$ cat config.mk
export PLATFORM = sky130hd
export DESIGN_NAME = stream_prefetch_buffer
export DESIGN_NICKNAME = d
export VERILOG_FILES = /design/src/rtl/spb_pkg.sv /design/src/rtl/spb_store.sv /design/src/rtl/spb_fetch.sv /design/src/rtl/stream_prefetch_buffer.sv
export SDC_FILE = /design/constraint.sdc
export NUM_CORES = 1
export LEC_CHECK = 0
export BUFFER_PORTS_ARGS = -buffer_cell sky130_fd_sc_hd__buf_2
export CAP_MARGIN = 20
export CORE_UTILIZATION = 63
export DETAILED_ROUTE_END_ITERATION = 8
export GPL_TIMING_DRIVEN = 0
export PLACE_DENSITY = 0.87
export RECOVER_POWER = 50
export SYNTH_ARGS = -nofsm -noshare
export SYNTH_HDL_FRONTEND = slang
export SYNTH_SLANG_ARGS = --single-unit
$ cat constraint.sdc
create_clock -name clk -period 8.85 [get_ports clk]
set_input_delay 0.4425 -clock clk [delete_from_list [all_inputs] [get_ports clk]]
set_output_delay 0.4425 -clock clk [all_outputs]
set_load 0.02 [all_outputs]
$ cat src/rtl/spb_pkg.sv
package spb_pkg;
  typedef enum logic [1:0] {
    LK_IDLE    = 2'd0,
    LK_HIT     = 2'd1,
    LK_STALL   = 2'd2,
    LK_RESTART = 2'd3
  } lookup_e;
endpackage

$ cat src/rtl/spb_store.sv
module spb_store #(
  parameter int DEPTH  = 4,
  parameter int ADDR_W = 16,
  parameter int DATA_W = 32
) (
  input  logic              clk,
  input  logic              rst_n,
  input  logic              flush,
  input  logic              alloc_en,
  input  logic [ADDR_W-1:0] alloc_tag,
  input  logic              fill_en,
  input  logic [DATA_W-1:0] fill_data,
  input  logic              pop,
  output logic              head_valid,
  output logic              head_avail,
  output logic [ADDR_W-1:0] head_tag,
  output logic [DATA_W-1:0] head_data,
  output logic              full
);
  localparam int PTR_W = (DEPTH > 1) ? $clog2(DEPTH) : 1;
  localparam int CNT_W = $clog2(DEPTH + 1);

  logic [DEPTH-1:0]  vld, avl;
  logic [ADDR_W-1:0] tag  [DEPTH];
  logic [DATA_W-1:0] data [DEPTH];
  logic [PTR_W-1:0]  hd, tl, fp;
  logic [CNT_W-1:0]  cnt;
  logic [DEPTH-1:0]  alloc_sel, fill_sel, pop_sel;

  for (genvar i = 0; i < DEPTH; i++) begin : g_sel
    assign alloc_sel[i] = alloc_en && !flush && (tl == PTR_W'(i));
    assign fill_sel[i]  = fill_en  && !flush && (fp == PTR_W'(i));
    assign pop_sel[i]   = pop      && !flush && (hd == PTR_W'(i));
  end

  always_ff @(posedge clk or negedge rst_n) begin
    if (!rst_n) begin
      vld <= '0;
      avl <= '0;
      for (int i = 0; i < DEPTH; i++) tag[i] <= '0;
    end else if (flush) begin
      vld <= '0;
      avl <= '0;
    end else begin
      for (int i = 0; i < DEPTH; i++) begin
        if (alloc_sel[i]) begin
          vld[i] <= 1'b1;
          avl[i] <= 1'b0;
          tag[i] <= alloc_tag;
        end else if (pop_sel[i]) begin
          vld[i] <= 1'b0;
          avl[i] <= 1'b0;
        end else if (fill_sel[i]) begin
          avl[i] <= 1'b1;
        end
      end
    end
  end

  always_ff @(posedge clk) begin
    for (int i = 0; i < DEPTH; i++)
      if (fill_sel[i]) data[i] <= fill_data;
  end

  always_ff @(posedge clk or negedge rst_n) begin
    if (!rst_n) begin
      hd <= '0; tl <= '0; fp <= '0; cnt <= '0;
    end else if (flush) begin
      hd <= '0; tl <= '0; fp <= '0; cnt <= '0;
    end else begin
      if (alloc_en) tl <= (tl == PTR_W'(DEPTH-1)) ? '0 : tl + 1'b1;
      if (fill_en)  fp <= (fp == PTR_W'(DEPTH-1)) ? '0 : fp + 1'b1;
      if (pop)      hd <= (hd == PTR_W'(DEPTH-1)) ? '0 : hd + 1'b1;
      cnt <= cnt + CNT_W'(alloc_en) - CNT_W'(pop);
    end
  end

  assign head_valid = vld[hd];
  assign head_avail = avl[hd];
  assign head_tag   = tag[hd];
  assign head_data  = data[hd];
  assign full       = (cnt == CNT_W'(DEPTH));

  AST_NO_OVERFLOW: assert property (@(posedge clk) disable iff (!rst_n)
    (alloc_en && !flush) |-> !full);
  AST_FILL_TARGET: assert property (@(posedge clk) disable iff (!rst_n)
    (fill_en && !flush) |-> (vld[fp] && !avl[fp]));
  AST_POP_PRESENT: assert property (@(posedge clk) disable iff (!rst_n)
    pop |-> (head_valid && head_avail));
  AST_RESTART_EMPTIES: assert property (@(posedge clk) disable iff (!rst_n)
    flush |=> (cnt == '0 && !head_valid));
endmodule

$ cat src/rtl/spb_fetch.sv
module spb_fetch #(
  parameter int DEPTH  = 4,
  parameter int ADDR_W = 16
) (
  input  logic              clk,
  input  logic              rst_n,
  input  logic              flush,
  input  logic [ADDR_W-1:0] flush_addr,
  input  logic              full,
  output logic              mem_req_valid,
  input  logic              mem_req_ready,
  output logic [ADDR_W-1:0] mem_req_addr,
  input  logic              mem_rsp_valid,
  output logic              alloc_en,
  output logic              fill_en
);
  localparam int MAX_OUT = 2 * DEPTH;
  localparam int OUT_W   = $clog2(MAX_OUT + 1);

  logic              active;
  logic [ADDR_W-1:0] nxt;
  logic [OUT_W-1:0]  pend, drop;
  logic [OUT_W:0]    inflight;
  logic              req_fire, live_rsp, stale_rsp;

  assign inflight      = {1'b0, pend} + {1'b0, drop};
  assign mem_req_valid = active && !full && (inflight < (OUT_W+1)'(MAX_OUT));
  assign mem_req_addr  = nxt;
  assign req_fire      = mem_req_valid && mem_req_ready;
  assign live_rsp      = mem_rsp_valid && (drop == '0);
  assign stale_rsp     = mem_rsp_valid && (drop != '0);
  assign alloc_en      = req_fire && !flush;
  assign fill_en       = live_rsp;

  always_ff @(posedge clk or negedge rst_n) begin
    if (!rst_n) begin
      active <= 1'b0;
      nxt    <= '0;
      pend   <= '0;
      drop   <= '0;
    end else if (flush) begin
      active <= 1'b1;
      nxt    <= flush_addr;
      pend   <= '0;
      drop   <= drop - OUT_W'(stale_rsp) + pend - OUT_W'(live_rsp) + OUT_W'(req_fire);
    end else begin
      if (req_fire) nxt <= nxt + 1'b1;
      pend <= pend + OUT_W'(alloc_en) - OUT_W'(live_rsp);
      drop <= drop - OUT_W'(stale_rsp);
    end
  end

  AST_INFLIGHT_CAP: assert property (@(posedge clk) disable iff (!rst_n)
    inflight <= (OUT_W+1)'(MAX_OUT));
  AST_SEQ_ADDR: assert property (@(posedge clk) disable iff (!rst_n)
    (req_fire && !flush) |=> (mem_req_addr == $past(mem_req_addr) + 1'b1));
  AST_REQ_HOLD: assert property (@(posedge clk) disable iff (!rst_n)
    (mem_req_valid && !mem_req_ready && !flush) |=> (mem_req_valid && $stable(mem_req_addr)));
  AST_RSP_OWED: assert property (@(posedge clk) disable iff (!rst_n)
    mem_rsp_valid |-> (inflight != '0));
endmodule

$ cat src/rtl/stream_prefetch_buffer.sv
module stream_prefetch_buffer #(
  parameter int DEPTH  = 4,
  parameter int ADDR_W = 16,
  parameter int DATA_W = 32
) (
  input  logic              clk,
  input  logic              rst_n,
  input  logic              miss_valid,
  output logic              miss_ready,
  input  logic [ADDR_W-1:0] miss_addr,
  output logic              miss_hit,
  output logic [DATA_W-1:0] miss_data,
  output logic              mem_req_valid,
  input  logic              mem_req_ready,
  output logic [ADDR_W-1:0] mem_req_addr,
  input  logic              mem_rsp_valid,
  input  logic [DATA_W-1:0] mem_rsp_data
);
  import spb_pkg::*;

  logic              head_valid, head_avail, full;
  logic [ADDR_W-1:0] head_tag;
  logic [DATA_W-1:0] head_data;
  logic              alloc_en, fill_en, head_match, pop, flush;
  lookup_e           lk;

  assign head_match = head_valid && (head_tag == miss_addr);

  always_comb begin
    if (!miss_valid)      lk = LK_IDLE;
    else if (!head_match) lk = LK_RESTART;
    else if (head_avail)  lk = LK_HIT;
    else                  lk = LK_STALL;
  end

  assign miss_ready = !head_match || head_avail;
  assign miss_hit   = head_match && head_avail;
  assign miss_data  = head_data;
  assign pop        = (lk == LK_HIT);
  assign flush      = (lk == LK_RESTART);

  spb_store #(.DEPTH(DEPTH), .ADDR_W(ADDR_W), .DATA_W(DATA_W)) u_store (
    .clk(clk), .rst_n(rst_n), .flush(flush),
    .alloc_en(alloc_en), .alloc_tag(mem_req_addr),
    .fill_en(fill_en), .fill_data(mem_rsp_data), .pop(pop),
    .head_valid(head_valid), .head_avail(head_avail),
    .head_tag(head_tag), .head_data(head_data), .full(full)
  );

  spb_fetch #(.DEPTH(DEPTH), .ADDR_W(ADDR_W)) u_fetch (
    .clk(clk), .rst_n(rst_n), .flush(flush), .flush_addr(miss_addr + 1'b1),
    .full(full), .mem_req_valid(mem_req_valid), .mem_req_ready(mem_req_ready),
    .mem_req_addr(mem_req_addr), .mem_rsp_valid(mem_rsp_valid),
    .alloc_en(alloc_en), .fill_en(fill_en)
  );

  AST_STALL_RELEASE: assert property (@(posedge clk) disable iff (!rst_n)
    (miss_valid && !miss_ready && !mem_rsp_valid) |=> !miss_ready);
  AST_HIT_RETIRES: assert property (@(posedge clk) disable iff (!rst_n)
    (miss_valid && miss_hit) |=> (!head_valid || head_tag != $past(head_tag) || DEPTH == 1));
endmodule

==> results by group, run 1 <==
Critical path
  – Crit Path Max Fanout: 10
  – Worst path max stage delay: about 0.74 ns
  – Setup crit start kind: register
  – CP cell instances: clkbuf_1, clkbuf_1, mux4_2, xor2_1, nor4_4, a31oi_1, clkbuf_1, mux2_2, ha_1, nand4_1, or3_1, nor2_1, xnor2_1, o21ai_0
  – Slowest CP cell: clkbuf_1
  – Crit. End Element: register
  – CP top delay family: buffers and inverters
  – Cell mode on critical path: clkbuf_1
  – Critical Path Start: u_store.hd[0]
  – Required time worst endpoint: 9.23 ns
  – Arrival @ worst endpoint: 6.28 ns
  – Setup CP Type: register to register
  – Worst reg2reg startpoint: u_store.hd[0]
  – Worst Path Buf+Inv: 3

Yosys
  – Yosys warning count: 0
  – Netlist cell types: between 50 and 60
  – Post-Syn Area: 10600 um^2
  – Post-synth EDFFs: roughly 130
  – Number of synthesized register bits: 234
  – Cells after synthesis: 660
  – Synth Area in Compound Gates: 0.0355
  – Mean post-synth cell area: 16.1 um^2
  – Post-synthesis sequential area ratio: 0.613
  – Adder-cell share of the synthesized area: 0.0418
  – Combinational family with the most area after synthesis: multiplexers
  – Post-synthesis simple-gate area fraction: 0.0554
  – Async SR Flop Fraction: 0.453
  – Ys flop type: edfxtp_1
  – Post-synth net total: 746
  – Synth Area in XOR/XNOR: 0.0463
  – Post-synthesis mux area share: 0.186

STA
  – Setup TNS Final: 0 ns
  – Final slew viol count: 109
  – WHS: around 0.19 ns
  – Clock skew: between 0.02 and 0.025 ns
  – Pin slew with the least headroom to its limit: around 3.6 ns
  – Crit path setup slack, layout: 2.95 ns
  – Period Utilization, post-route: 0.667
  – Final Hold Violating Endpoints: 0
  – Count of final setup violators: 0
  – Slew headroom: -1.43
  – F_max: 169 MHz
  – RSZ-0062 raised after global routing: no
  – Fin crit period: between 5 and 6 ns

Placement
  – PortBufs: 103
  – HPWL after DPL: 15800 um
  – Post-Place Setup Slack: between 4 and 5 ns
  – RePlAce Congestion: approximately 0.95
  – # placed instances: 988

CTS
  – Clock Sinks: 234
  – Clock latency on the worst-skew pair: 0.52 ns
  – CTS buffer count: 24
  – Root Driver: clkbuf_16
  – Post-CTS Resized: 0
  – Clock-pin slew on the worst setup and hold paths: 0.06 ns
  – Bufs on Longest Clock Path: 3
  – H-Tree Depth: 1
  – CTS tree: done
  – Post-CTS Repair Setup Buffers: 0
  – Cts hold-fix bufs: 1

Die
  – Initial Utilization: 0.641
  – Die ar.: around 17000 um^2
  – Die W: 132 um
  – Site row count: 47
  – Core ar.: 16500 um^2
  – Die Y: about 130 um
  – I/O pin count: 104

Run status
  – Failing checks: max-capacitance violations, max-slew violations
  – Outcome: complete, but fails checks

Detailed routing
  – Vias per cell: 6.09
  – Routed wire length per instance: 22.8 um
  – Total routed wirelength: approximately 24000 um
  – DRC violations left: 0
  – Vias: 6288
  – Detailed Route Iter0 Violations: 349
  – First-pass DRT Iterations: 6
  – Number of nets with antenna violations after routing: 0

Global routing
  – GRT Residual Overflow: 0
  – Vias in the first global route: approximately 6700
  – Largest net degree at the start of global routing: 69
  – Initial antenna violation count: 0
  – All-Layer GR Usage: 0.284
  – Global-route wire length before repair: around 38000 um

Layout
  – # diodes: 0
  – Non-filler cells, final: 1033
  – # nets final: 881
  – Commonest non-fill, non-tap cell in the layout: edfxtp_1
  – P&R area growth vs syn: 14.9%
  – Most frequent cells in the layout: edfxtp_1, dfrtp_1, clkbuf_1
  – Share of cells above drive strength 1: 0.283

Worst hold path
  – Worst min path class: input port to register
  – Min-delay src: mem_rsp_data[31]

Power
  – Max VDD drop: 0.187 mV
  – Pwr Density: 257 nW/um^2
  – Design Power: 3130 uW
  – Static Leak: 0.00479 uW

Run
  – Max-Cap Viols: 2
-- worst reg2reg max path, delay by kind of cell, from the launching register on --
family / cells / cell delay [ns]
buffers and inverters: 3 / 2.01
AND/OR/NAND/NOR: 4 / 0.98
multiplexers: 2 / 0.95
AO/OA/AOI/OAI: 2 / 0.73
XOR/XNOR: 2 / 0.47
flip-flops: 1 / 0.39
adder cells (fa/ha/maj): 1 / 0.25
-- kinds of logic (layout without fill, tap and decap cells) --
group / count (synthesis) / count (layout)
compound gates: 51 / 51
buf+inv: 50 / 203
xor+xnor: 56 / 56
fa+ha+maj: 33 / 33
mux: 126 / 126
flops: 234 / 234
simple gates: 110 / 110
-- sequential cells by signal (all words and copies together) (netlist names), 3 cells and up --
register	count
u_store.data	128
u_store.avl	4
u_fetch.mem_req_addr	16
u_fetch.pend	4
u_store.tag	64
u_fetch.drop	4
u_store.cnt	3
u_store.vld	4
-- where the power goes --
part | internal [uW] | switching [uW]
Clock | 583 | 409
Combinational | 366 | 354
Sequential | 1300 | 113
-- synth_stat cells (2+ instances only) --
cell type	instances	area, um^2
and4_1	2	17.5
mux4_2	45	1010
nand3_1	8	40.0
inv_1	23	86.3
nand4_1	5	31.3
edfxtp_1	128	3840
a21bo_2	2	20.0
a21o_1	4	30.0
mux2_2	53	597
nor2_4	2	22.5
o211a_1	2	20.0
o21ai_0	13	65.1
nor2_1	31	116
ha_1	29	363
clkbuf_1	13	48.8
nand2_1	35	131
buf_6	4	45.0
dfrtp_1	106	2650
and2_1	4	25.0
nor2b_1	4	25.0
fa_1	4	80.1
a21oi_1	15	75.1
mux2i_1	12	120
buf_1	4	15.0
o221a_2	2	22.5
and3_1	4	25.0
mux2_4	16	240
xnor2_1	27	236
xor2_1	29	254
buf_2	4	20.0
buf_4	2	15.0
nand3b_4	2	40.0
nand2b_1	2	12.5
-- stage by stage --
| step | utilization | instance area, um^2 |
|---|---|---|
| floorplan | - | 10600 |
| global placement | 0.689 | 11400 |
| detailed placement | 0.697 | 11500 |
| CTS | 0.745 | 12300 |
| global route | 0.737 | 12200 |
| finish | 0.737 | 12200 |
-- per-layer routing --
metal	routed length (um)	up-vias	global-route usage	share of wire
met3	1350	58	0.0394	0.057
met2	12400	261	0.494	0.53
met4	810	0	0.107	0.034
li1	-	2733	-	-
met5	0	-	0	0
met1	8990	3236	0.365	0.38
-- path summary, 6_finish.rpt --
path,end,slack [ns],cells past startpoint
worst max-delay path,u_fetch.mem_req_addr[10],2.95,14
worst min register to register,u_fetch.active,0.48,1
max in group asynchronous,u_store.tag[32],3.49,3
worst max register to register,u_fetch.mem_req_addr[10],2.95,14
min in group asynchronous,u_store.tag[44],1.05,2
worst min-delay path,u_store.data[0][31],0.19,1
-- final cells by class --
class	instances	area (um^2)
Sequential cell	234	6500
Fill cell	996	4350
Multi-Input combinational cell	376	3860
Clock buffer	28	647
Timing Repair Buffer	109	543
Tap cell	220	275
Clock inverter	16	136
Buffer	27	129
Inverter	23	86.3
No activity file was read; power rests on OpenSTA's default activity.
==> inputs of run 2 (changes only) <==
- ABC_AREA: not set -> 1
- CORE_UTILIZATION: 63 -> 60
- PLACE_DENSITY: 0.87 -> 0.84
- clock period: 8.85 -> 5.5 ns (I/O delays scaled with it)
==> results by group, run 2 <==
Run status
  – Outcome: complete, but fails checks
  – Failing checks: max-capacitance violations, max-slew violations

Power
  – Power share of the combinational group: 0.279
  – Int Power: 3680 uW
  – Static Leak: 0.00561 uW
  – Psw: 1950 uW
  – Clock power frac: 0.305
  – Design Power: 5630 uW
  – Reg power frac: 0.416
  – Pwr Density: 431 nW/um^2
  – Switching fraction of total power: 0.346
  – Max VDD drop: 0.428 mV

Detailed routing
  – Vias per cell: 5.89
  – First-pass DRT Iterations: 8
  – Vias: 9324
  – Number of nets with antenna violations after routing: 0
  – Routed wire length per instance: between 15 and 20 um
  – Detailed Route Iter0 Violations: 1071
  – DRC violations left: 0
  – Total routed wirelength: 30500 um

Die
  – Die W: 138 um
  – Die ar.: 19000 um^2
  – I/O pin count: 104
  – Die Y: 138 um
  – Core ar.: 18000 um^2
  – Initial Utilization: 0.613
  – Site row count: 49

STA
  – F_max: between 200 and 250 MHz
  – Fin crit period: around 4.6 ns
  – Setup TNS Final: 0 ns
  – Clock skew: between 0.01 and 0.015 ns
  – Final Hold Violating Endpoints: 0
  – Slew headroom: -0.971
  – Pin slew with the least headroom to its limit: 2.96 ns
  – Final slew viol count: 55
  – Crit path setup slack, layout: 0.886 ns
  – Count of final setup violators: 0
  – WHS: 0.224 ns
  – RSZ-0062 raised after global routing: no
  – Period Utilization, post-route: 0.839

Global routing
  – All-Layer GR Usage: 0.325
  – Largest net degree at the start of global routing: 55
  – Global-route wire length before repair: 46100 um
  – Vias in the first global route: between 8000 and 9000
  – Initial antenna violation count: 0
  – GRT Residual Overflow: 0

Yosys
  – Netlist cell types: 38
  – Yosys warning count: 0
  – Post-synthesis sequential area ratio: 0.588
  – Number of synthesized register bits: around 230
  – Cells after synthesis: 1170
  – Ys flop type: edfxtp_1
  – Mean post-synth cell area: 9.45 um^2
  – Synth top cells by count: nand2_1, o21ai_0, edfxtp_1
  – Most numerous cell in the Yosys netlist: nand2_1
  – Synth area leaders: edfxtp_1, dfrtp_1, nand2_1
  – Leading area contributor after synthesis: edfxtp_1
  – Post-synth net total: 1256
  – Synth top area share: 0.348
  – Post-Syn Area: 11100 um^2
  – Post-synth EDFFs: 128
  – Async SR Flop Fraction: 0.453

Layout
  – # diodes: 0
  – # nets final: 1423
  – Design Area, Final: approximately 13000 um^2
  – Share of cells above drive strength 1: 0.103
  – Number of flip-flops in the largest register: 128
  – Commonest non-fill, non-tap cell in the layout: nand2_1
  – Reg with most FFs: u_store.data
  – P&R area growth vs syn: 18.2%
  – Most frequent cells in the layout: nand2_1, o21ai_0, edfxtp_1

CTS
  – Clock-pin slew on the worst setup and hold paths: approximately 0.060 ns
  – Clock Sinks: about 230
  – H-Tree Depth: 1
  – Root Driver: clkbuf_16
  – Post-CTS Resized: 0
  – CTS buffer count: 24
  – Post-CTS Repair Setup Buffers: 0
  – Bufs on Longest Clock Path: 3
  – CTS tree: done
  – Clock latency on the worst-skew pair: 0.53 ns

Placement
  – PortBufs: 103
  – HPWL after DPL: 19600 um
  – Cell Area, Placed: 12000 um^2
  – Post-Place Setup Slack: 1.68 ns
  – RePlAce Congestion: 0.959

Critical path
  – Crit. End Element: register
  – Setup crit start kind: register
  – Crit Path Max Fanout: 18
  – Required time worst endpoint: 5.73 ns
  – Arrival @ worst endpoint: 4.85 ns
  – Setup CP Type: register to register

Worst hold path
  – Worst min path class: input port to register

Run
  – Max-Cap Viols: 1
[run 2: per-layer routing]
| metal | track usage | part of all wire | vias to the layer above |
|---|---|---|---|
| met3 | 0.0607 | 0.10 | 88 |
| met1 | 0.435 | 0.39 | 4409 |
| met4 | 0.126 | 0.033 | 0 |
| li1 | - | - | 4265 |
| met5 | 0 | 0 | - |
| met2 | 0.526 | 0.47 | 562 |
[run 2: path summary, 6_finish.rpt]
kind / depth (start not counted) / endpoint / slack, ns / from
worst min-delay path: 4 / u_fetch.mem_req_addr[0] / 0.22 / miss_addr[0]
min in group asynchronous: 2 / u_fetch.pend[3] / 1.26 / rst_n
worst max register to register: 16 / u_store.data[1][26] / 0.89 / u_store.hd[1]
worst min register to register: 2 / u_fetch.active / 0.48 / u_fetch.active
worst max-delay path: 16 / u_store.data[1][26] / 0.89 / u_store.hd[1]
max in group asynchronous: 3 / u_fetch.mem_req_addr[2] / 1.70 / rst_n
[run 2: area by class of cell]
| type | count | area, um^2 |
|---|---|---|
| timing repair buffer | 141 | 895 |
| sequential | 234 | 6500 |
| clock buffer | 29 | 639 |
| buffer | 58 | 299 |
| multi-input combinational | 791 | 3930 |
| inverter | 87 | 332 |
| clock inverter | 14 | 194 |
| fill | 1279 | 4960 |
| tap | 229 | 287 |
[run 2: repair_timing]
item / 4_1_cts / 5_1_grt
endpoints found under the setup margin: 0 / 0
endpoints found under the hold margin: 181 / 0
hold buffers: 33 / 0
[run 2: cell families (layout without fill, tap and decap cells)]
kind of cell | Yosys count | in the layout | synth area share
AND/OR/NAND/NOR | 549 | 549 | 0.209
flip-flops | 234 | 234 | 0.588
AO/OA/AOI/OAI | 193 | 193 | 0.0937
buffers and inverters | 145 | 329 | 0.0574
adder cells (fa/ha/maj) | 33 | 33 | 0.0401
XOR/XNOR | 16 | 16 | 0.0127
[run 2: critical path, cell delays in order (launching register included)]
cell and delay (ns):
dfrtp_1 0.39, buf_2 0.21, buf_2 0.29, o211ai_1 0.17
nand2_1 0.20, nand2_1 0.07, nor2_1 0.11, nand2_1 0.08
nor2_2 0.15, nand3_4 0.13, nand2_1 0.31, buf_6 0.20
clkbuf_1 0.54, clkbuf_1 0.40, nand3_1 0.19, inv_1 0.62
buf_16 0.24
[run 2: power by group through the flow]
stage / Sequential [uW] / Clock (uW) / Combinational, uW
2_1_floorplan: 2360 / 0 / 1030
6_report: 2340 / 1720 / 1570
5_1_grt: 2360 / 1780 / 1760
3_5_place_dp: 2350 / 0 / 1540
3_3_place_gp: 2350 / 0 / 1480
4_1_cts: 2330 / 1710 / 1570
[run 2: stage by stage]
| step | utilization | instances |
|---|---|---|
| after detailed placement | 0.666 | 1507 |
| after CTS | 0.731 | 1583 |
| after global placement | 0.658 | 1502 |
| after floorplan | - | 1170 |
| final | 0.725 | 1583 |
| after global routing | 0.725 | 1583 |
==> inputs of run 3 (changes only) <==
- ABC_AREA: 1 -> 0
- CORE_UTILIZATION: 60 -> 53
- PLACE_DENSITY: 0.84 -> 0.79
- clock period: 5.5 -> 4.1 ns (I/O delays scaled with it)
==> results by group, run 3 (same netlist as run 1, synthesis figures left out) <==
STA
  – WHS: 0.0510 ns
  – Slew headroom: -0.230
  – Clock skew: 0.0176 ns
  – Final Hold Violating Endpoints: 0
  – Period Utilization, post-route: 0.971
  – F_max: 251 MHz
  – Fin crit period: 3.98 ns
  – Count of final setup violators: 0
  – Final slew viol count: 109
  – RSZ-0062 raised after global routing: yes
  – Pin slew with the least headroom to its limit: 1.85 ns

Layout
  – Area of the multi-input gates: approximately 3900 um^2
  – P&R area growth vs syn: 19.3%
  – Commonest non-fill, non-tap cell in the layout: edfxtp_1
  – # fillers: approximately 1400
  – # nets final: 913
  – Most frequent cells in the layout: edfxtp_1, dfrtp_1, clkbuf_1
  – Final core utilization: 0.647
  – Share of cells above drive strength 1: 0.282
  – Number of flip-flops in the largest register: 128
  – # diodes: 0
  – Reg with most FFs: u_store.data
  – FF+latch area: 6500 um^2

Detailed routing
  – Detailed Route Iter0 Violations: 373
  – First-pass DRT Iterations: 5
  – Vias: 6147
  – Number of nets with antenna violations after routing: 0
  – DRC violations left: 0
  – Total routed wirelength: 22400 um
  – Routed wire length per instance: between 20 and 25 um
  – Vias per cell: roughly 5.5

Die
  – Site row count: 51
  – Initial Utilization: 0.543
  – Die ar.: roughly 20000 um^2
  – Core ar.: 19500 um^2
  – Die Y: 143 um
  – I/O pin count: 104
  – Die W: about 140 um

Power
  – Static Leak: 0.00498 uW
  – Int Power: 4880 uW
  – Pwr Density: 536 nW/um^2
  – Reg power frac: 0.450
  – Psw: ~1900 uW
  – Clock power frac: 0.311
  – Power share of the combinational group: 0.239
  – Switching fraction of total power: 0.279
  – Max VDD drop: 0.364 mV

Critical path
  – Critical path endpoint: u_store.cnt[2]
  – Worst Reg2Reg Path Length in Cells: 15
  – Worst reg2reg startpoint: u_store.hd[0]
  – Crit. End Element: register
  – FF-to-FF End: u_store.cnt[2]
  – Setup crit start kind: register
  – Required time worst endpoint: between 4 and 5 ns
  – Critical Path Start: u_store.hd[0]
  – Setup CP Type: register to register
  – Arrival @ worst endpoint: between 4 and 5 ns
  – Flop2flop setup slack: around 0.12 ns
  – Crit Path Max Fanout: 10

Global routing
  – GRT Residual Overflow: 0
  – Initial antenna violation count: 1
  – Global-route wire length before repair: approximately 35000 um
  – Largest net degree at the start of global routing: 75
  – Vias in the first global route: roughly 6600
  – All-Layer GR Usage: 0.229

Placement
  – RePlAce Congestion: just under 0.9
  – HPWL after DPL: about 15000 um
  – PortBufs: 103

CTS
  – CTS buffer count: 23
  – Clock-pin slew on the worst setup and hold paths: 0.06 ns
  – CTS tree: done
  – H-Tree Depth: 1
  – Bufs on Longest Clock Path: 3
  – Clock Sinks: 234
  – Root Driver: clkbuf_16
  – Clock latency on the worst-skew pair: 0.52 ns

Worst hold path
  – Worst min path class: input port to register

Run
  – Max-Cap Viols: 2

Run status
  – Failing checks: max-capacitance violations, max-slew violations
  – Outcome: complete, but fails checks
==> run 3: power groups by stage <==
stage | combinational (uW) | sequential [uW] | clock [uW]
2_1_floorplan | 1190 | 3050 | 0
3_3_place_gp | 1500 | 3060 | 0
3_5_place_dp | 1580 | 3090 | 0
4_1_cts | 1630 | 3050 | 2150
5_1_grt | 1790 | 3090 | 2230
6_report | 1620 | 3050 | 2100
==> run 3: worst max-delay path, cell delays in order, from the launching register on <==
cell and delay [ns]:
dfrtp_1 0.42, buf_6 0.23, buf_6 0.21, mux4_2 0.54, xor2_1 0.18, nor4_4 0.45
and3_4 0.31, o21ai_0 0.14, ha_1 0.33, inv_1 0.05, ha_1 0.13, inv_1 0.05
fa_1 0.37, xor2_1 0.20, xnor2_1 0.15, nor2_1 0.06
==> run 3: worst min path at each step <==
| stage | end | slack [ns] | depth (start not counted) | startpoint |
|---|---|---|---|---|
| 6_report | u_fetch.mem_req_addr[15] | 0.05 | 3 | miss_addr[15] |
| 5_1_grt | u_fetch.mem_req_addr[11] | 0.06 | 3 | miss_addr[11] |
| 4_1_cts | u_fetch.mem_req_addr[15] | 0.04 | 3 | miss_addr[15] |
| 3_5_place_dp | u_store.tag[14] | 0.18 | 1 | rst_n |
| 3_3_place_gp | u_store.data[0][6] | 0.42 | 1 | mem_rsp_data[6] |
| 2_1_floorplan | u_fetch.active | -0.09 | 0 | rst_n |
==> run 3: what timing repair did <==
action	4_1_cts	5_1_grt
pin swaps	2	0
buffers inserted	1	0
endpoints found under the setup margin	27	7
hold endpoints to repair	161	0
cloned	0	0
gates resized for setup	2	3
hold buffers	34	0
==> run 3: layout make-up <==
| class | count | area share |
|---|---|---|
| multi-input cells | 376 | 0.311 |
| flip-flops and latches | 234 | 0.514 |
| well taps | 265 | 0.0262 |
| clock inverters | 6 | 0.00753 |
| repair buffers | 143 | 0.0713 |
| plain buffers | 26 | 0.0112 |
| inverters | 23 | 0.00683 |
| clock buffers | 35 | 0.0523 |
==> run 3: through the flow <==
step           total power [uW]  area, um^2  cells  worst slack, ns  TNS, ns
2_1_floorplan              4240       10600    660           0.0539        0
3_3_place_gp               4560       11400   1028            -1.59  -199.78
3_5_place_dp               4670       11600   1033           -0.620    -3.01
4_1_cts                    6820       12700   1108           0.0159        0
5_1_grt                    7110       12600   1108          -0.0852  -0.0866
6_report                   6770       12600   1108            0.121        0
==> run 3: routing by layer <==
metal  GRT usage  up-vias  share of wire  wire length (um)
met1       0.296     3117           0.41              9270
li1            -     2796              -                 -
met4      0.0666        0          0.026               593
met2       0.398      188           0.50             11300
met3      0.0410       46          0.057              1280
met5           0        -              0                 0
